[src/rtl/ras_pkg.sv]
package ras_pkg;

    // One operation per cycle, chosen by the command arbiter.
    typedef enum logic [1:0] {
        OP_HOLD    = 2'd0,
        OP_POP     = 2'd1,
        OP_PUSH    = 2'd2,
        OP_RESTORE = 2'd3
    } ras_op_e;

endpackage

[src/rtl/ras_cmd_arb.sv]
module ras_cmd_arb
    import ras_pkg::*;
(
    input  logic    push_i,
    input  logic    pop_i,
    input  logic    restore_i,
    output ras_op_e op_o
);

    // Fixed priority: restore, then push, then pop.
    always_comb begin
        if (restore_i)
            op_o = OP_RESTORE;
        else if (push_i)
            op_o = OP_PUSH;
        else if (pop_i)
            op_o = OP_POP;
        else
            op_o = OP_HOLD;
    end

endmodule

[src/rtl/ras_ptr_ctl.sv]
module ras_ptr_ctl
    import ras_pkg::*;
#(
    parameter int ENTRIES = 8,
    localparam int PW = (ENTRIES > 1) ? $clog2(ENTRIES) : 1,
    localparam int CW = $clog2(ENTRIES + 1)
) (
    input  logic          clk,
    input  logic          rst,
    input  ras_op_e       op_i,
    input  logic [PW-1:0] restore_idx_i,
    output logic [PW-1:0] tos_o,
    output logic [CW-1:0] cnt_o,
    output logic          wr_en_o,
    output logic [PW-1:0] wr_idx_o
);

    localparam logic [PW-1:0] LAST_IDX = PW'(ENTRIES - 1);
    localparam logic [CW-1:0] FULL_CNT = CW'(ENTRIES);

    logic [PW-1:0] tos_q, tos_d, tos_inc, tos_dec;
    logic [CW-1:0] cnt_q, cnt_d;

    assign tos_inc = (tos_q == LAST_IDX) ? '0 : tos_q + 1'b1;
    assign tos_dec = (tos_q == '0) ? LAST_IDX : tos_q - 1'b1;

    // State register process
    always_ff @(posedge clk) begin
        if (rst) begin
            tos_q <= '0;
            cnt_q <= '0;
        end else begin
            tos_q <= tos_d;
            cnt_q <= cnt_d;
        end
    end

    // Transition process
    always_comb begin
        tos_d    = tos_q;
        cnt_d    = cnt_q;
        wr_en_o  = 1'b0;
        wr_idx_o = tos_inc;
        unique case (op_i)
            OP_HOLD: ;
            OP_PUSH: begin
                tos_d    = tos_inc;
                cnt_d    = (cnt_q == FULL_CNT) ? cnt_q : cnt_q + 1'b1;
                wr_en_o  = 1'b1;
                wr_idx_o = tos_inc;
            end
            OP_POP: begin
                tos_d = tos_dec;
                cnt_d = (cnt_q == '0) ? '0 : cnt_q - 1'b1;
            end
            OP_RESTORE: begin
                tos_d    = restore_idx_i;
                wr_en_o  = 1'b1;
                wr_idx_o = restore_idx_i;
            end
            default: ;
        endcase
    end

    // Output process
    always_comb begin
        tos_o = tos_q;
        cnt_o = cnt_q;
    end

endmodule

[src/rtl/ras_store.sv]
module ras_store #(
    parameter int ENTRIES = 8,
    parameter int AW = 32,
    localparam int PW = (ENTRIES > 1) ? $clog2(ENTRIES) : 1
) (
    input  logic          clk,
    input  logic          wr_en_i,
    input  logic [PW-1:0] wr_idx_i,
    input  logic [AW-1:0] wr_data_i,
    input  logic [PW-1:0] rd_idx_i,
    output logic [AW-1:0] rd_data_o
);

    logic [AW-1:0] mem_q [ENTRIES];

    // One register per entry; no reset on contents.
    for (genvar g = 0; g < ENTRIES; g++) begin : g_entry
        always_ff @(posedge clk) begin
            if (wr_en_i && (wr_idx_i == PW'(g)))
                mem_q[g] <= wr_data_i;
        end
    end

    assign rd_data_o = mem_q[rd_idx_i];

endmodule

[src/rtl/ret_addr_stack.sv]
module ret_addr_stack
    import ras_pkg::*;
#(
    parameter int ENTRIES = 8,
    parameter int AW = 32,
    localparam int PW = (ENTRIES > 1) ? $clog2(ENTRIES) : 1,
    localparam int CW = $clog2(ENTRIES + 1)
) (
    input  logic          clk,
    input  logic          rst,
    input  logic          push_i,
    input  logic [AW-1:0] push_addr_i,
    input  logic          pop_i,
    input  logic          restore_i,
    input  logic [PW-1:0] restore_idx_i,
    input  logic [AW-1:0] restore_addr_i,
    output logic [AW-1:0] top_addr_o,
    output logic [PW-1:0] top_idx_o,
    output logic [CW-1:0] valid_cnt_o,
    output logic          empty_o
);

    ras_op_e       op;
    logic          wr_en;
    logic [PW-1:0] wr_idx;
    logic [AW-1:0] wr_data;
    logic [PW-1:0] tos;
    logic [CW-1:0] cnt;

    ras_cmd_arb u_arb (
        .push_i    (push_i),
        .pop_i     (pop_i),
        .restore_i (restore_i),
        .op_o      (op)
    );

    ras_ptr_ctl #(.ENTRIES(ENTRIES)) u_ptr (
        .clk           (clk),
        .rst           (rst),
        .op_i          (op),
        .restore_idx_i (restore_idx_i),
        .tos_o         (tos),
        .cnt_o         (cnt),
        .wr_en_o       (wr_en),
        .wr_idx_o      (wr_idx)
    );

    assign wr_data = (op == OP_RESTORE) ? restore_addr_i : push_addr_i;

    ras_store #(.ENTRIES(ENTRIES), .AW(AW)) u_store (
        .clk       (clk),
        .wr_en_i   (wr_en),
        .wr_idx_i  (wr_idx),
        .wr_data_i (wr_data),
        .rd_idx_i  (tos),
        .rd_data_o (top_addr_o)
    );

    assign top_idx_o   = tos;
    assign valid_cnt_o = cnt;
    assign empty_o     = (cnt == '0);

endmodule

[config.mk]
export PLATFORM = sky130hd
export DESIGN_NAME = ret_addr_stack
export DESIGN_NICKNAME = d
export VERILOG_FILES = /design/src/rtl/ras_pkg.sv /design/src/rtl/ras_cmd_arb.sv /design/src/rtl/ras_ptr_ctl.sv /design/src/rtl/ras_store.sv /design/src/rtl/ret_addr_stack.sv
export SDC_FILE = /design/constraint.sdc
export NUM_CORES = 1
export LEC_CHECK = 0
export ABC_AREA = 1
export ABC_CLOCK_PERIOD_IN_PS = 5900
export CELL_PAD_IN_SITES_DETAIL_PLACEMENT = 1
export CELL_PAD_IN_SITES_GLOBAL_PLACEMENT = 2
export CORE_UTILIZATION = 35
export DETAILED_ROUTE_END_ITERATION = 8
export DONT_BUFFER_PORTS = 1
export PLACE_DENSITY = 0.67
export SLEW_MARGIN = 15
export SYNTH_ARGS = -nofsm -noshare
export SYNTH_HDL_FRONTEND = slang
export SYNTH_SLANG_ARGS = --single-unit
[constraint.sdc]
create_clock -name clk -period 5.9 [get_ports clk]
set_input_delay 0.295 -clock clk [delete_from_list [all_inputs] [get_ports clk]]
set_output_delay 0.295 -clock clk [all_outputs]
set_load 0.02 [all_outputs]
* After elaboration in Yosys (flattened, before gate mapping) *
Memory sizes are Yosys's and may differ from the RTL's. A register that Yosys moved wholly into a read port is not among the register bits.
Cells that the tools add are included.

storage, ports and cells
  bits in registers = 7
  output and inout bits = 40
  input port bits = 72
  memories = 1
  logic and storage cells = 93
  memory bits (writable) = 256

memories
  memory         depth  width  rd ports  clocked after Yosys merged registers in  write ports  RTL line         source
  u_store.mem_q  8      32     1         1                                        1            ras_store.sv:14  logic [AW-1:0] mem_q [ENTRIES];

cells by class
  multiplexer cells = 51
  reduce and logical (&&, ||, !) cells = 22
  add/subtract/negate cells = 4
  equal/unequal tests = 13

operator list
  cell                   count
  $mux W32               8
  $reduce_or A32 Y1      7
  $mux W3                12
  $mux W1                25
  $eq A3 B3 Y1 const B   5
  $pmux W3 S3            1
  $logic_and A1 B1 Y1    8
  $mux W4                2
  $pmux W4 S2            1
  $eq A3 B2 Y1 const B   2
  $logic_not A3 Y1       2
  $add A4 B1 Y4 const B  1
  $eq A2 B2 Y1 const B   2
  $eq A4 B4 Y1 const B   1
  $logic_not A4 Y1       1
  $mux W2                2
  $sub A4 B1 Y4 const B  1
  $add A3 B1 Y3 const B  1
  $eq A3 B1 Y1 const B   1
  $reduce_bool A3 Y1     1
  $sub A3 B1 Y3 const B  1
  $eq A2 B1 Y1 const B   1
  $ne A2 B2 Y1 const B   1
  $reduce_and A2 Y1      1
  2 further kinds        2

* Logic depth before layout (Yosys ltp) *
Gate-level depths: netlist of the first run.

  depth in word-level cells = 17
  depth in mapped cells = 9
  depth with buffers taken out = 9

* Modules after synthesis *
Synthesis of the first run repeated with hierarchy kept, for this count alone.

second synthesis, totals
  cells, all modules = 1346
  area, all modules = 12443.2 sq um

modules (own cells, without submodules)
  module          times used  area each (sq um)  seq. area each (sq um)  cells an instance
  ras_store       1           11232.0            7687.4                  1124
  ras_ptr_ctl     1           599.3              140.1                   102
  ret_addr_stack  1           593.1              0.0                     115
  ras_cmd_arb     1           18.8               0.0                     5

* Least setup slack after synthesis of the first run *
OpenSTA, ideal clock, no wires.

  path kind = reg2reg
  from = reg u_ptr.tos_q[0], in the netlist u_ptr.tos_o[0]
  to = mem u_store.mem_q[2][0], enable pin
  required time = 5479 ps
  library setup time = 421 ps
  clock period less this slack = 3015 ps
  stages on the path, launching flop included = 9
  slack = 2885 ps
  path buffers = 0
  arrival = 2594 ps
  cell sequence = dfxtp_1 -> inv_1 -> ha_1 -> inv_1 -> nor2_1 -> nand2_1 -> nand2_1 -> nand2_1 -> nor2_1

on the way
  word-level cells in the longest chain between the ends = 15
  elaborated cells between the ends (all ways) = 57
  classes of those cells = add/sub: 1; eq/ne: 8; mux: 32; reduce/logical: 16

RTL lines
  element                                                                   RTL line           source
  start, declared                                                           ras_ptr_ctl.sv:21  logic [PW-1:0] tos_q, tos_d, tos_inc, tos_dec;
  start signal, assigned                                                    ras_ptr_ctl.sv:33  tos_q <= tos_d;
  $add A3 B1 Y3 / $eq A3 B3 Y1 (equally long branches)                      ras_ptr_ctl.sv:24  assign tos_inc = (tos_q == LAST_IDX) ? '0 : tos_q + 1'b1;
  $mux W3 *                                                                 ras_ptr_ctl.sv:24
  $mux W3 *                                                                 ras_ptr_ctl.sv:44  unique case (op_i)
  $eq A3 B1 Y1                                                              ras_store.sv:19    if (wr_en_i && (wr_idx_i == PW'(g)))
  $logic_and A1 B1 Y1                                                       ras_store.sv:19
  $mux W1                                                                   ras_store.sv:19
  $mux W1 (not written as such)                                             ras_store.sv:20    mem_q[g] <= wr_data_i;
  $reduce_or A32 Y1 (no source line)                                        n/a
  $mux W3 (no source line) / $mux W1 (equally long branches) (7 in series)  n/a
  end, declared                                                             ras_store.sv:14

Mark *: on every way between the ends. The rest lies on a longest branch, timed or not.

==> run summary, run 1 <==
Root Buffer: clkbuf_16
WS Path Type: flip-flop to output port
Row cnt: 64
Final Skew: 0.00983 ns
Flops & latches, synth: 266
Wire length per cell: 19.7 um
Core area: 0.0307 mm2
Critical path, cell by cell: inv_4, buf_4, nor2_1, o22ai_1, nand2_1, nand2_1
Worst path bufs/invs: 2
YS warnings: 0
Status: complete, but fails checks
Total number of H-tree levels: 1
GP Congestion: 0.730
Post-CTS sizing: 0
Slowest stage cell, crit path: inv_4
Crit path arrival time: 2.97 ns
CTS Sinks: 266
Die height: 179 um
Fillers: 3285
Max Cap Viol: 0
CP required: 5.61 ns
Drc violations: 8
Syn_nets: 1025
Tcrit/Tclk final: 0.553
DRT Pass-1 Iters: 6
Async set-or-reset flop fraction in the synthesized netlist: 0
Slowest Stage Delay on Critical Path: 0.68 ns
Initial Util: 0.358
Placed Cells incl. Taps: 1297
Largest net degree at the start of global routing: 91
VDD IR max: 0.266 mV
Slew HR: 0.232
Tightest Pin Transition: 1.15 ns
Vias after detailed routing: 6879
F_max: 306 MHz
Final Hold Viols: 0
Io pins: 112
Post-synth cell types: 26
Die area: 0.0322 mm2
CP Capture Type: output port
Worst hold path class: input pin to flip-flop
Vias per cell: 5.10
Die W: 179 um
Clock Tree Buf Depth: 3
CTS tree: done
Max Fanout on Critical Path: 83
Count of hold-fix buffers inserted at cts: 2
Placed cell areas: 0.0113 mm2
Power Dens Cells: 369 mW/mm2
Worst-Skew Late Latency: 0.54 ns
Layout cells sized above 1: 0.0714
EDFF count, synth: 256
Fin crit period: 3.26 ns
Area added between synthesis and finish: 11.6%
First-pass GRT wire length: 41400 um
Final Cell Area: 0.0123 mm2
Vias in the first global route: 7177
Final setup vio count: 0
Final core occ: 0.400
TNS Setup: 0 ns
Most frequent cell on the critical path: nand2_1
Antenna diode count: 0
Reg2reg setup slack: 3.11 ns
Gate Count Post-Synth: 947
Post-route insts no fill: 1349
Violated checks: design-rule violations
Nets: 1014
Main synth FF type: edfxtp_1
P_leak: 4.35 nW
Worst r2r src: u_ptr.tos_o[0]
Post-Synthesis Cell Area: 0.0110 mm2
Worst Setup Start Kind: flip-flop
Register area share after synthesis: 0.716
Total grt overflow: 0
Initial antenna violation count: 0
Hpwl dp: 14900 um
RSZ-0062 raised after global routing: false
Post-CTS setup buffer count: 0
Reg clk slew, reported paths: 0.06 ns
CTS buffer count: 29
Start point of the worst hold path: restore_i
Syn_area_per_cell: 11.6 um2
Count of buffers from port buffering: 0
Routed WL: 26500 um
Final ANT Viol Nets: 0
Crit-path leading delay family: buffers and inverters
Initial DRC Count: 367
Max Slew Vio Count: 0
GRT Util Overall: 0.171
[per-stage QoR]
step,hold slack (ns),total power [mW],setup slack [ns]
after floorplan,0.373,2.64,2.88
after global placement,0.379,2.77,3.10
after global routing,0.103,4.71,2.41
final,0.0815,4.53,2.64
after detailed placement,0.379,2.78,3.03
after CTS,0.0566,4.59,2.56
[power by group]
group / total (mW) / switching [mW] / internal [mW]
Combinational: 0.497 / 0.382 / 0.114
Sequential: 2.23 / 0.0390 / 2.19
Clock: 1.80 / 0.691 / 1.11
[Yosys cell counts (2+ instances only)]
| cell | instances | area, um2 |
|---|---|---|
| edfxtp_1 | 256 | 7690 |
| nand2_1 | 231 | 867 |
| nor2_1 | 148 | 556 |
| o21ai_1 | 67 | 335 |
| o21ai_0 | 64 | 320 |
| o22ai_1 | 64 | 400 |
| clkbuf_1 | 26 | 97.6 |
| inv_1 | 18 | 67.6 |
| buf_6 | 15 | 169 |
| nand3_1 | 12 | 60.1 |
| dfxtp_1 | 10 | 200 |
| buf_4 | 6 | 45.0 |
| ha_1 | 6 | 75.1 |
| buf_2 | 5 | 25.0 |
| a21oi_1 | 4 | 20.0 |
| clkbuf_2 | 3 | 15.0 |
| a31oi_1 | 2 | 12.5 |
| inv_2 | 2 | 7.51 |
[cells in the final DEF (no fill, tap or decap), types with 2 or more instances in the layout]
master / synthesis / routed
dlygate4sd3_1: 0 / 2
nor2_1: 148 / 140
a31oi_1: 2 / 2
nand3_1: 12 / 12
o22ai_1: 64 / 64
edfxtp_1: 256 / 256
dfxtp_2: 0 / 2
inv_1: 18 / 18
clkbuf_1: 26 / 8
dfxtp_1: 10 / 7
buf_4: 6 / 10
o21ai_0: 64 / 64
a21oi_1: 4 / 4
ha_1: 6 / 6
buf_12: 0 / 2
clkbuf_16: 0 / 29
bufinv_16: 0 / 5
inv_2: 2 / 2
nor2_4: 0 / 8
nand2_1: 231 / 231
o21ai_1: 67 / 67
clkinv_2: 0 / 3
clkinv_1: 1 / 2
[cells by family after synthesis]
| kind of cell | Yosys count | synth area share |
|---|---|---|
| AOI/OAI and AO/OA | 201 | 0.0989 |
| xor gates and xnor gates | 1 | 0.000796 |
| adders and majority gates | 6 | 0.00682 |
| buffers and inverters | 77 | 0.0394 |
| DFF | 266 | 0.716 |
| and+or+nand+nor | 396 | 0.138 |
[state kept, by name, summed over array words and instances (netlist names), named ones only]
signal         cells
u_ptr.cnt_o        4
u_ptr.tos_o        3
u_store.mem_q    256
[worst min-delay path, delay by kind of cell]
family | cells | cell delay (ns)
and+or+nand+nor | 2 | 0.18
AOI/OAI and AO/OA | 1 | 0.08
[final timing paths]
check	to	depth (start not counted)
worst max-delay path	top_addr_o[18]	6
worst min-delay path	u_ptr.cnt_o[0]	3
worst max register to register	u_store.mem_q[2][20]	5
worst min register to register	u_ptr.cnt_o[0]	2
[metal layers]
layer | global-route usage | share of wire
met1 | 0.221 | 0.45
met2 | 0.301 | 0.50
met3 | 0.0255 | 0.042
met4 | 0.0385 | 0.015
met5 | 0 | 0
[final cells by class]
| type | count | area [um2] | area share |
|---|---|---|---|
| clock buffer | 37 | 756 | 0.0615 |
| multi-input combinational | 604 | 2750 | 0.224 |
| inverter | 21 | 81.3 | 0.00662 |
| clock inverter | 11 | 180 | 0.0147 |
| sequential | 266 | 7890 | 0.642 |
| timing repair buffer | 14 | 135 | 0.0110 |
| tap | 396 | 495 | 0.0403 |
Power figures use the tool's default switching activity.
==> run 2, diff against run 1 <==
- ABC_CLOCK_PERIOD_IN_PS: 5900 -> 3400
- clock period: 5.9 -> 3.4 ns (I/O delays scaled with it)
==> run 2 against run 1 <==
Effect of this change:
- the run now ends clean
- worst setup slack got worse by 1.8 ns
- count of clock-buffer cells in the layout is 2 higher
- first-iteration DRC count up 22%
- register-to-register slack got worse by 2.3 ns
- die area stayed put
- global-route usage up 0.55 points
- utilization grew 0.62 points
- hold slack worse by 0.052 ns
- clock skew up 0.00094 ns
- power increased by 73%
- via count is 0.70% higher
- final cell count is 1.2% higher
- critical endpoint is now u_store.mem_q[3][26]
- largest cell class unchanged
==> run summary, run 2 (same netlist as run 1, synthesis figures left out) <==
Top reg by flops: u_store.mem_q
Final Skew: 0.0108 ns (+0.000939 ns)
Worst-Skew Late Latency: 0.53 ns (about the same)
Final core occ: 0.406 (+0.00618)
Slowest stage cell, crit path: nor2_4
Total number of H-tree levels: 1 (unchanged)
Vias after detailed routing: 6927 (+0.70%)
Die area: 0.0322 mm2 (unchanged)
Status: complete, no violations
Max Cap Viol: 0 (unchanged)
Core area: 0.0307 mm2 (unchanged)
CP Capture Type: flip-flop
Reg2reg setup slack: 0.79 ns (-2.32 ns)
Initial Util: 0.358 (unchanged)
Largest register FFs: 256 (unchanged)
CP required: 3.63 ns (-1.98 ns)
Sequential power share: 0.494 (about the same)
Layout cells sized above 1: 0.0805 (+0.00914)
CTS buffer count: 28 (-3.4%)
Wire length per cell: 20.2 um (+3.0%)
Internal Pwr Total: 5.84 mW (+71%)
Worst Setup Start Kind: flip-flop
Hold Path End: u_store.mem_q[4][25]
Crit-path leading delay family: simple AND/OR/NAND/NOR gates
WS Path Type: flip-flop to flip-flop
Tightest Pin Transition: 0.748 ns (-0.401 ns)
Fillers: 3314 (+0.88%)
GP Congestion: 0.717 (-1.8%)
DRT Pass-1 Iters: 7 (+1)
F_max: 383 MHz
Slew HR: 0.501 (+0.269)
Post-CTS setup buffer count: 0 (unchanged)
Net Sw Frac: 0.253 (+0.00742)
Area added between synthesis and finish: 13.4%
Hpwl dp: 16300 um (+9.8%)
Max Fanout on Critical Path: 18 (-78%)
CTS Sinks: 266 (unchanged)
Clk pwr share: 0.389 (-0.009)
Power Dens Cells: 626 mW/mm2 (+70%)
Initial antenna violation count: 0 (unchanged)
Placed Cells incl. Taps: 1304 (+0.54%)
Reg clk slew, reported paths: 0.06 ns (about the same)
GRT Util Overall: 0.176 (+0.00551)
Largest net degree at the start of global routing: 129 (+42%)
Final Hold Viols: 0 (unchanged)
Slowest Stage Delay on Critical Path: 0.64 ns (-0.04 ns)
P_leak: 4.42 nW (+1.8%)
Row cnt: 64 (unchanged)
Routed WL: 27600 um (+4.2%)
Tcrit/Tclk final: 0.768
Vias per cell: 5.07 (-0.48%)
VDD IR max: 0.509 mV (+92%)
CTS tree: done
TNS Setup: 0 ns (unchanged)
Antenna diode count: 0 (unchanged)
Combinational share of power: 0.117 (+0.007)
Cells on Worst Hold Path: 2 (-1)
RSZ-0062 raised after global routing: false
Root Buffer: clkbuf_16
Final setup vio count: 0 (unchanged)
Worst reg2reg path depth: 6 (+1)
Initial DRC Count: 446 (+22%)
Count of buffers from port buffering: 0 (unchanged)
Total grt overflow: 0 (unchanged)
Worst path bufs/invs: 1 (-1)
Drc violations: 0 (-8)
Die height: 179 um (unchanged)
Fin crit period: 2.61 ns
Final ANT Viol Nets: 0 (unchanged)
Post-route insts no fill: 1365 (+1.2%)
Nets: 1025 (+1.1%)
Io pins: 112 (unchanged)
Worst hold path class: input pin to flip-flop
Most frequent cells in the layout: 256 x edfxtp_1, 231 x nand2_1, 140 x nor2_1, 67 x o21ai_1
Worst r2r src: u_ptr.tos_o[0]
Crit path arrival time: 2.84 ns (-0.13 ns)
RR Endpoint: u_store.mem_q[3][26]
Die W: 179 um (unchanged)
NetSw: 1.98 mW (+78%)
First-pass GRT wire length: 43200 um (+4.3%)
Critical path, cell by cell: ha_1, ha_1, nand2_1, nand3_1, nor2_4, buf_12
Vias in the first global route: 7292 (+1.6%)
Max Slew Vio Count: 0 (unchanged)
Most frequent cell on the critical path: ha_1
Commonest non-fill, non-tap cell in the layout: edfxtp_1
Start point of the worst hold path: push_addr_i[25]
Clock Tree Buf Depth: 3 (unchanged)
run 2: cell count changes in the layout (fill, tap and decap cells not counted):
cell	before	now
buf_12	2	9
buf_4	10	8
bufinv_16	5	2
clkbuf_1	8	5
clkbuf_8	0	5
clkinv_1	2	4
clkinv_2	3	4
clkinvlp_4	1	3
dlygate4sd3_1	2	9
run 2: stage by stage:
stage	worst slack (ns)	hold WS [ns]	instance area, um2	total power, mW
after floorplan	0.385	0.248	11000	4.58
after global placement	0.834	0.268	11500	4.84
after detailed placement	0.752	0.257	11500	4.86
after CTS	0.725	0.0110	12500	7.91
after global routing	0.597	0.0204	12500	8.14
final	0.789	0.0300	12500	7.82
run 2: worst max path at each step:
| stage | start | cells past startpoint | slack (ns) | to |
|---|---|---|---|---|
| 6_report | u_ptr.tos_o[0] | 6 | 0.79 | u_store.mem_q[3][26] |
| 4_1_cts | u_ptr.tos_o[0] | 6 | 0.73 | u_store.mem_q[3][13] |
| 2_1_floorplan | u_ptr.tos_o[0] | 8 | 0.38 | u_store.mem_q[2][0] |
| 3_3_place_gp | u_ptr.tos_o[0] | 6 | 0.83 | u_store.mem_q[1][12] |
| 3_5_place_dp | u_ptr.tos_o[0] | 6 | 0.75 | u_store.mem_q[3][1] |
| 5_1_grt | u_ptr.tos_o[0] | 6 | 0.60 | u_store.mem_q[1][10] |
run 2: power groups by stage:
stage / Combinational (mW) / Clock (mW) / Sequential, mW
detailed placement: 0.929 / 0 / 3.93
CTS: 0.942 / 3.10 / 3.87
finish: 0.915 / 3.04 / 3.86
global route: 1.03 / 3.23 / 3.88
global placement: 0.913 / 0 / 3.93
floorplan: 0.662 / 0 / 3.92
run 2: what timing repair did:
| action | CTS | global route |
|---|---|---|
| resized for setup | 0 | 0 |
| endpoints found under the hold margin | 18 | 0 |
| hold buffers | 9 | 0 |
run 2: layer usage:
layer,up-vias,wire length [um],GRT usage
met5,-,0,0
met4,0,439,0.0385
met3,26,1180,0.0297
met2,123,13100,0.295
met1,3422,12900,0.240
li1,3356,-,-
run 2: area by class of cell:
type                    instances  area (um2)  area share
inverters                      21        81.3     0.00652
clock inverters                13         118     0.00942
well taps                     396         495      0.0397
clock buffers                  39         813      0.0652
flip-flops and latches        266        7890       0.632
repair buffers                 26         330      0.0265
multi-input cells             604        2750       0.220
